### src/rtl/synth_core_pkg.sv
package synth_core_pkg;

  // Pump override strobes from control to datapath
  typedef struct packed {
    logic forceUp;
    logic forceDn;
    logic floatOut;
  } pumpCmd_t;

endpackage

### src/rtl/pulse_divider.sv
// Down-counter divider: emits a one-cycle pulse after the terminal tick and
// reloads from reloadVal only at that moment.
module pulse_divider #(
  parameter int W = 10
) (
  input  logic         clk,
  input  logic         rstN,
  input  logic         tick,
  input  logic [W-1:0] reloadVal,
  output logic         pulse
);

  logic [W-1:0] count;

  always_ff @(posedge clk) begin
    if (!rstN) begin
      count <= '0;
      pulse <= 1'b0;
    end else if (tick) begin
      if (count == '0) begin
        count <= reloadVal;
        pulse <= 1'b1;
      end else begin
        count <= count - 1'b1;
        pulse <= 1'b0;
      end
    end else begin
      pulse <= 1'b0;
    end
  end

endmodule

### src/rtl/synth_datapath.sv
module synth_datapath
  import synth_core_pkg::*;
#(
  parameter int N_WIDTH = 15,
  parameter int N_MIN   = 1024,
  parameter int RATIO_A = 1024,
  parameter int RATIO_B = 512,
  parameter int RATIO_C = 640
) (
  input  logic               clk,
  input  logic               rstN,
  input  logic               refEn,
  input  logic               vcoEn,
  input  logic [N_WIDTH-1:0] divN,
  input  logic [1:0]         refSel,
  input  pumpCmd_t           pumpCmd,
  output logic               refPulse,
  output logic               vcoPulse,
  output logic               pfdUp,
  output logic               pfdDn,
  output logic               pumpUp,
  output logic               pumpDn,
  output logic               pumpDrive
);

  localparam int RMAX_AB = (RATIO_A > RATIO_B) ? RATIO_A : RATIO_B;
  localparam int RMAX    = (RMAX_AB > RATIO_C) ? RMAX_AB : RATIO_C;
  localparam int REF_W   = $clog2(RMAX);

  logic [REF_W-1:0]   refReload;
  logic [N_WIDTH-1:0] mainReload;

  always_comb begin
    unique case (refSel)
      2'b01:   refReload = REF_W'(RATIO_B - 1);
      2'b10:   refReload = REF_W'(RATIO_C - 1);
      default: refReload = REF_W'(RATIO_A - 1);
    endcase
  end

  // Zero selects the full 2^N_WIDTH span; small values clamp to the minimum
  always_comb begin
    if (divN == '0)
      mainReload = '1;
    else if (divN < N_WIDTH'(N_MIN))
      mainReload = N_WIDTH'(N_MIN - 1);
    else
      mainReload = divN - 1'b1;
  end

  pulse_divider #(.W(REF_W)) refDiv (
    .clk(clk), .rstN(rstN), .tick(refEn),
    .reloadVal(refReload), .pulse(refPulse)
  );

  pulse_divider #(.W(N_WIDTH)) mainDiv (
    .clk(clk), .rstN(rstN), .tick(vcoEn),
    .reloadVal(mainReload), .pulse(vcoPulse)
  );

  // Phase-frequency detector
  always_ff @(posedge clk) begin
    if (!rstN) begin
      pfdUp <= 1'b0;
      pfdDn <= 1'b0;
    end else if (pfdUp && pfdDn) begin
      pfdUp <= refPulse;
      pfdDn <= vcoPulse;
    end else begin
      pfdUp <= pfdUp | refPulse;
      pfdDn <= pfdDn | vcoPulse;
    end
  end

  always_comb begin
    pumpDrive = !pumpCmd.floatOut;
    if (pumpCmd.floatOut) begin
      pumpUp = 1'b0;
      pumpDn = 1'b0;
    end else if (pumpCmd.forceUp) begin
      pumpUp = 1'b1;
      pumpDn = 1'b0;
    end else if (pumpCmd.forceDn) begin
      pumpUp = 1'b0;
      pumpDn = 1'b1;
    end else begin
      pumpUp = pfdUp;
      pumpDn = pfdDn;
    end
  end

endmodule

### src/rtl/synth_control.sv
module synth_control
  import synth_core_pkg::*;
#(
  parameter int LOCK_PERIODS = 4,
  parameter int WIDTH_LIMIT  = 2
) (
  input  logic     clk,
  input  logic     rstN,
  input  logic [1:0] pumpTest,
  input  logic     refPulse,
  input  logic     pfdUp,
  input  logic     pfdDn,
  output pumpCmd_t pumpCmd,
  output logic     locked
);

  localparam int LOCK_W = (LOCK_PERIODS > 1) ? $clog2(LOCK_PERIODS) : 1;
  localparam int RUN_W  = $clog2(WIDTH_LIMIT + 1);

  logic [RUN_W-1:0]  upRun, dnRun;
  logic [LOCK_W-1:0] goodCnt;
  logic              badSeen;
  logic              violNow;

  always_comb begin
    pumpCmd.floatOut = (pumpTest == 2'b01);
    pumpCmd.forceDn  = (pumpTest == 2'b10);
    pumpCmd.forceUp  = (pumpTest == 2'b11);
  end

  assign violNow = (pfdUp && upRun >= RUN_W'(WIDTH_LIMIT - 1)) ||
                   (pfdDn && dnRun >= RUN_W'(WIDTH_LIMIT - 1));

  always_ff @(posedge clk) begin
    if (!rstN) begin
      upRun <= '0;
      dnRun <= '0;
    end else begin
      upRun <= !pfdUp ? '0 : (upRun == '1 ? upRun : upRun + 1'b1);
      dnRun <= !pfdDn ? '0 : (dnRun == '1 ? dnRun : dnRun + 1'b1);
    end
  end

  always_ff @(posedge clk) begin
    if (!rstN) begin
      goodCnt <= '0;
      badSeen <= 1'b0;
      locked  <= 1'b0;
    end else if (refPulse) begin
      badSeen <= violNow;
      if (badSeen) begin
        goodCnt <= '0;
        locked  <= 1'b0;
      end else if (goodCnt == LOCK_W'(LOCK_PERIODS - 1)) begin
        locked  <= 1'b1;
      end else begin
        goodCnt <= goodCnt + 1'b1;
      end
    end else begin
      badSeen <= badSeen | violNow;
    end
  end

endmodule

### src/rtl/synth_core.sv
module synth_core
  import synth_core_pkg::*;
#(
  parameter int N_WIDTH      = 15,
  parameter int N_MIN        = 1024,
  parameter int RATIO_A      = 1024,
  parameter int RATIO_B      = 512,
  parameter int RATIO_C      = 640,
  parameter int LOCK_PERIODS = 4,
  parameter int WIDTH_LIMIT  = 2
) (
  input  logic               clk,
  input  logic               rstN,
  input  logic               refEn,
  input  logic               vcoEn,
  input  logic [N_WIDTH-1:0] divN,
  input  logic [1:0]         refSel,
  input  logic [1:0]         pumpTest,
  output logic               pumpUp,
  output logic               pumpDn,
  output logic               pumpDrive,
  output logic               refPulse,
  output logic               vcoPulse,
  output logic               locked
);

  pumpCmd_t pumpCmd;
  logic     pfdUp, pfdDn;

  synth_datapath #(
    .N_WIDTH(N_WIDTH), .N_MIN(N_MIN),
    .RATIO_A(RATIO_A), .RATIO_B(RATIO_B), .RATIO_C(RATIO_C)
  ) datapath (
    .clk(clk), .rstN(rstN), .refEn(refEn), .vcoEn(vcoEn),
    .divN(divN), .refSel(refSel), .pumpCmd(pumpCmd),
    .refPulse(refPulse), .vcoPulse(vcoPulse),
    .pfdUp(pfdUp), .pfdDn(pfdDn),
    .pumpUp(pumpUp), .pumpDn(pumpDn), .pumpDrive(pumpDrive)
  );

  synth_control #(
    .LOCK_PERIODS(LOCK_PERIODS), .WIDTH_LIMIT(WIDTH_LIMIT)
  ) control (
    .clk(clk), .rstN(rstN), .pumpTest(pumpTest),
    .refPulse(refPulse), .pfdUp(pfdUp), .pfdDn(pfdDn),
    .pumpCmd(pumpCmd), .locked(locked)
  );

endmodule

### config.mk
export PLATFORM = sky130hd
export DESIGN_NAME = synth_core
export DESIGN_NICKNAME = d
export VERILOG_FILES = /design/src/rtl/synth_core_pkg.sv /design/src/rtl/pulse_divider.sv /design/src/rtl/synth_datapath.sv /design/src/rtl/synth_control.sv /design/src/rtl/synth_core.sv
export SDC_FILE = /design/constraint.sdc
export NUM_CORES = 1
export LEC_CHECK = 0
export BUFFER_PORTS_ARGS = -buffer_cell sky130_fd_sc_hd__buf_2
export CORE_UTILIZATION = 40
export CTS_BUF_LIST = sky130_fd_sc_hd__clkbuf_4 sky130_fd_sc_hd__clkbuf_8 sky130_fd_sc_hd__clkbuf_16
export CTS_CLUSTER_SIZE = 12
export DETAILED_ROUTE_END_ITERATION = 8
export GPL_ROUTABILITY_DRIVEN = 0
export HOLD_SLACK_MARGIN = 0.05
export PLACE_DENSITY_LB_ADDON = 0.12
export SLEW_MARGIN = 20
export SYNTH_ARGS = -nofsm -noshare
export SYNTH_HDL_FRONTEND = slang
export SYNTH_SLANG_ARGS = --single-unit
### constraint.sdc
create_clock -name clk -period 2.8 [get_ports clk]
set_input_delay 0.56 -clock clk [delete_from_list [all_inputs] [get_ports clk]]
set_output_delay 0.56 -clock clk [all_outputs]
set_load 0.02 [all_outputs]
==> flow_summary.ini, run 1 <==
[run_status]
status = finished clean

[synthesis]
ys_seq_area_share_pct = 31.6
syn-cell-area_mm2 = 0.00234
synth_fa_ha_area_share_pct = 5.87
synth_nets = 335
synth_edf_count = 0
synth_top_family_by_area = simple AND/OR/NAND/NOR gates
synth-seq-cells = 37
synth_cells = 301
synth_xor_area_share_pct = 3.74
synth_top_area_share_pct = 31.6
synth-simple-area-share_pct = 27.0
synthFlopType = dfxtp_1
avgSynthCellArea_um2 = 7.79
synth.distinct_cells = 54
synth_compound_area_share_pct = 24.2
synth.area.mux_share_pct = 1.71
async_flop_share_pct = 0
synth_area_leaders = dfxtp_1, ha_1, o21ai_0, nor2_1, a21oi_1
synth_warnings = 0
yosysTopAreaCell = dfxtp_1

[route]
drc = 0
wirelength_mm = 5.31
first_iter_violations = 88
drt-pass1-iter-count = 4
ant_nets = 0
route.vias.total = 2229
avgRoutedWirePerCell_um = 13.2
via_per_inst = 5.56

[global_routing]
grt_max_degree = 31
grt_pass1_wl_mm = 8.87
overflow = 0
antenna_found_initial = 0
grt_pass1_vias = 1955
grt.total_usage_pct = 18.1

[power_and_ir_drop]
share_comb_of_total_power_pct = 45.3
clock_power_share_pct = 18.3
totalPowerFinal_mw = 2.11
p_seq_share_pct = 36.4
netSwitchingFraction_pct = 41.1
ir_worst_vdd_uv = 254
power.net_switching_uw = 866
p_leak_nw = 1.03
power_density_mw_per_mm2 = 796
p_int_mw = 1.24

[finish]
syn_to_final_growth_pct = 13.1
drive_above_1_share_pct = 14.6
nNetsFinal = 363
final_common_cell = dfxtp_1
fill_cells = 604
layout_common_cells = dfxtp_1, buf_2, nor2_1, nand2_1
postLayoutCellArea_mm2 = 0.00265
diodes = 0

[clock_network]
cts_setup_buffers = 0
cts_made_buffers = 5
path_clk_slew_ns = 0.07
cts_resized = 0
clock-root-buffer = clkbuf_8
ctsHoldBuffers = 0
h-tree-depth = 2
clk_latency_ns = 0.29
cts_tree = built
clockBufferDepth = 2
clock_sinks = 37

[sta]
layout_setup_ws_ns = 0.746
relSlewSlack_pct = 64.6
tightest_slew_ns = 0.530
finalCritPeriodShare_pct = 73.4
finalHoldViolations = 0
rsz0062_at_grt = false
post-route-min-period_ns = 2.05
slew_violations = 0
tns_ns = 0
fin_skew_ns = 0.00910
setup_viol = 0
max_freq_ghz = 0.487

[setup_path]
r2r_slack_ns = 0.75
worstSetupPathType = reg2reg
r2r-end = datapath.mainDiv.count[10]$_SDFFE_PN0P_
cp_slowest_cell = o31ai_1
path_buf_inv = 1
r2r-start = datapath.mainDiv.count[0]$_SDFFE_PN0P_
path_cells = inv_1 -> ha_1 -> nor4b_1 -> nand4_1 -> o31ai_1 -> o221a_1
cp.required_ns = 3.04
r2r_cells = 6
slowest_delay_ns = 0.45
path_delay_family = simple AND/OR/NAND/NOR gates
cp_max_fo = 10
cp.arrival_ns = 2.29
startpoint_type = flop
cp-end-kind = flop

[floorplanning]
die_area_mm2 = 0.00617
die_h_um = 78.5
die-width_um = 78.5
design.core.area_mm2 = 0.00557
pin_count = 29
start_util_pct = 42.0
rows = 27

[placed_design]
dp_slack_ns = 0.568
dp_hpwl_mm = 3.94
place_area_mm2 = 0.00256
place.port_buffers = 28

[flow_run]
maxCapViolations = 0

[min_path]
hold_start = control.badSeen$_SDFF_PN0_
holdCritPathClass = reg2reg
min_delay_path_depth = 1
min_to = control.locked$_SDFFE_PN0P_
through the flow:
| stage | instances | hold WS [ns] | utilization, % |
|---|---|---|---|
| final | 401 | 0.480 | 47.5 |
| after detailed placement | 394 | 0.474 | 45.9 |
| after CTS | 401 | 0.487 | 47.5 |
| after global routing | 401 | 0.509 | 47.5 |
| after global placement | 394 | 0.465 | 45.9 |
| after floorplan | 301 | 0.446 | - |
cells in the mapped netlist, drive strengths merged (2+ instances only):
library cell   n
nor2          26
o21ai         23
nand2         23
nor4           6
xnor2          5
and4           2
ha            11
clkbuf        10
o31ai          5
mux2i          4
a311oi         3
a21oi         18
a41o           2
a31oi          3
o21a           5
or2            2
nor3          15
a211oi         5
and3           3
nor3b          4
nand2b         4
nand3         15
inv           20
dfxtp         37
or4            4
nor2b          2
o41ai          4
a32oi          2
nor4b          2
buf            3
nand4          7
o211ai         6
xor2           5
sequential cells by signal (all words and copies together), names as in the netlist:
| name | cells |
|---|---|
| datapath.mainDiv.pulse | 1 |
| control.dnRun | 2 |
| datapath.refDiv.pulse | 1 |
| control.badSeen | 1 |
| datapath.pfdUp | 1 |
| control.locked | 1 |
| control.goodCnt | 2 |
| datapath.refDiv.count | 10 |
| control.upRun | 2 |
| datapath.pfdDn | 1 |
| datapath.mainDiv.count | 15 |
cells by family (layout without fill, tap and decap cells):
kind of cell               count (synthesis)  count (layout)
xor gates and xnor gates                  10              10
DFF                                       37              37
adders and majority gates                 11              11
and+or+nand+nor                          120             120
muxes                                      4               4
buffers and inverters                     34              62
AOI/OAI and AO/OA                         85              85
worst register-to-register path, stage by stage (launching register included):
cell and delay (ns):
dfxtp_1 0.34, inv_1 0.10, ha_1 0.16, nor4b_1 0.30, nand4_1 0.43, o31ai_1 0.45, o221a_1 0.22
power by group through the flow:
stage               sequential [mW]  clock [mW]  combinational (mW)
finish                        0.769       0.385               0.956
CTS                           0.768       0.402               0.960
floorplan                     0.754           0               0.726
detailed placement            0.777           0               0.956
global placement              0.779           0               0.957
global route                  0.792       0.420                1.09
per-layer routing:
layer  track usage (%)  part of all wire, %  vias up
met5                 0                    0        -
met4              6.67                  1.2        0
met3              3.37                  3.4        5
met2              31.6                   49       47
met1              22.0                   47     1012
li1                  -                    -     1165
layout make-up:
class / instances / area, um2 / area share (%)
sequential: 37 / 741 / 28.0
inverter: 21 / 78.8 / 2.97
tap: 72 / 90.1 / 3.40
multi-input combinational: 230 / 1470 / 55.3
clock buffer: 7 / 90.1 / 3.40
timing repair buffer: 34 / 185 / 6.99
how the worst max path moves through the flow:
stage                                                 from                                      end  cells past startpoint
floorplan                                          divN[1]  datapath.mainDiv.count[13]$_SDFFE_PN0P_                      6
global placement                                   divN[4]  datapath.mainDiv.count[13]$_SDFFE_PN0P_                      6
detailed placement                                 divN[2]  datapath.mainDiv.count[13]$_SDFFE_PN0P_                      6
CTS                 datapath.mainDiv.count[0]$_SDFFE_PN0P_  datapath.mainDiv.count[10]$_SDFFE_PN0P_                      6
global route        datapath.mainDiv.count[0]$_SDFFE_PN0P_   datapath.mainDiv.count[9]$_SDFFE_PN0P_                      7
finish              datapath.mainDiv.count[0]$_SDFFE_PN0P_  datapath.mainDiv.count[10]$_SDFFE_PN0P_                      6
Power figures use the tool's default switching activity.
==> run 2: changes to the inputs <==
clock period = 1.92 ns   (was 2.8 ns; I/O delays follow)
==> run 2 against run 1 <==
Via count increased by 4.3%. Clock skew decreased by 0.00055 ns. Clock-buffer cell count decreased by 1. Sequential share of layout area decreased by 1.9 points. Largest cell class unchanged. Highest routed layer unchanged.
==> flow_summary.ini, run 2 (synthesis results as in run 1) <==
[floorplanning]
rows = 27
design.core.area_mm2 = 0.00557
die_h_um = 78.5
start_util_pct = 42.0
die_area_mm2 = 0.00617
pin_count = 29
die-width_um = 78.5

[finish]
fill_cells = 545
regMostFlops = datapath.mainDiv.count
seq_area_um2 = 743
nNetsFinal = 389
multi_input_area_mm2 = 0.00147
reg_top3 = datapath.mainDiv.count x15, datapath.refDiv.count x10
syn_to_final_growth_pct = 21.7
layout_common_cells = dfxtp_1, buf_4, buf_2, nor2_1, nand2_1
final_common_cell = dfxtp_1
postLayoutCellArea_mm2 = 0.00285
largest_reg_flops = 15
drive_above_1_share_pct = 22.5
diodes = 0

[global_routing]
grt.total_usage_pct = 19.8
grt_pass1_vias = 2160
grt_max_degree = 21
antenna_found_initial = 0
overflow = 0
grt_pass1_wl_mm = 9.71

[setup_path]
cp.arrival_ns = 2.04
cp_slowest_cell = or4_1
path_cells = inv_1 -> ha_1 -> nor4b_2 -> nand4_1 -> buf_4 -> nand2_1 -> or4_1 -> a31oi_1
path_buf_inv = 2
worstSetupStartpoint = datapath.mainDiv.count[0]$_SDFFE_PN0P_
cp_max_fo = 4
startpoint_type = flop
cp-end-kind = flop
slowest_delay_ns = 0.42
r2r-start = datapath.mainDiv.count[0]$_SDFFE_PN0P_
path_delay_family = simple AND/OR/NAND/NOR gates
cp.required_ns = 2.14
worstSetupPathType = reg2reg

[placed_design]
place_area_mm2 = 0.00273
place.port_buffers = 28
dp_hpwl_mm = 4.19

[route]
drc = 0
drt-pass1-iter-count = 4
wirelength_mm = 5.55
via_per_inst = 5.43
first_iter_violations = 69
route.vias.total = 2325
ant_nets = 0
avgRoutedWirePerCell_um = 13.0

[clock_network]
clock-root-buffer = clkbuf_8
clockBufferDepth = 2
clock_sinks = 37
cts_made_buffers = 5
clk_latency_ns = 0.29
h-tree-depth = 2
cts_tree = built
path_clk_slew_ns = 0.08
ctsHoldBuffers = 0

[power_and_ir_drop]
clock_power_share_pct = 16.6
power.net_switching_mw = 1.36
share_comb_of_total_power_pct = 50.6
p_int_mw = 1.99
p_leak_nw = 1.16
ir_worst_vdd_uv = 389
netSwitchingFraction_pct = 40.6
p_seq_share_pct = 32.8
power_density_mw_per_mm2 = 1180
totalPowerFinal_mw = 3.36

[sta]
slew_violations = 0
finalCritPeriodShare_pct = 94.7
fin_skew_ns = 0.00856
finalHoldViolations = 0
max_freq_ghz = 0.550
tightest_slew_ns = 0.421
relSlewSlack_pct = 71.7
post-route-min-period_ns = 1.82
setup_viol = 0

[min_path]
holdCritPathClass = in2reg
hold_start = refEn

[run_status]
status = finished clean

[flow_run]
maxCapViolations = 0
run 2: metrics by stage:
stage	util, %	hold WS, ns	TNS (ns)	instances	setup slack, ns
final	51.2	0.446	0	428	0.102
after global routing	51.2	0.464	-0.0637	428	-0.0626
after floorplan	-	0.446	0	301	0.0388
after CTS	50.6	0.440	0	425	0.0434
after global placement	49.0	0.466	-0.0181	417	-0.0173
after detailed placement	49.0	0.472	-0.119	417	-0.0418
run 2: final cells by class:
type                            count  area share (%)
Timing Repair Buffer               60            13.3
Clock inverter                      2           0.351
Inverter                           21            2.76
Sequential cell                    37            26.1
Clock buffer                        6            2.68
Tap cell                           72            3.16
Multi-Input combinational cell    230            51.7
run 2: repair_timing:
| action | CTS | global route |
|---|---|---|
| gates resized for setup | 0 | 5 |
| buffers inserted | 0 | 3 |
| endpoints found under the setup margin | 0 | 13 |
run 2: worst paths after layout:
kind                                             end  slack, ns  cells past startpoint
max          datapath.mainDiv.count[12]$_SDFFE_PN0P_       0.10                      8
max reg2reg  datapath.mainDiv.count[12]$_SDFFE_PN0P_       0.10                      8
min            datapath.refDiv.count[1]$_SDFFE_PN0P_       0.45                      2
min reg2reg                datapath.pfdDn$_SDFF_PN0_       0.49                      2
run 2: power groups by stage:
stage                     Clock, mW  Sequential [mW]  Combinational [mW]
after floorplan                   0             1.10                1.06
after global placement            0             1.11                1.61
after detailed placement          0             1.11                1.61
after CTS                     0.571             1.09                1.63
after global routing          0.609             1.13                1.90
final                         0.558             1.10                1.70
run 2: layer usage:
metal / vias to the layer above / routed length [um] / global-route usage [%]
met5: - / 0 / 0
met2: 40 / 2590 / 32.3
met3: 8 / 127 / 3.26
met4: 0 / 119 / 8.89
li1: 1220 / - / -
met1: 1057 / 2710 / 25.3
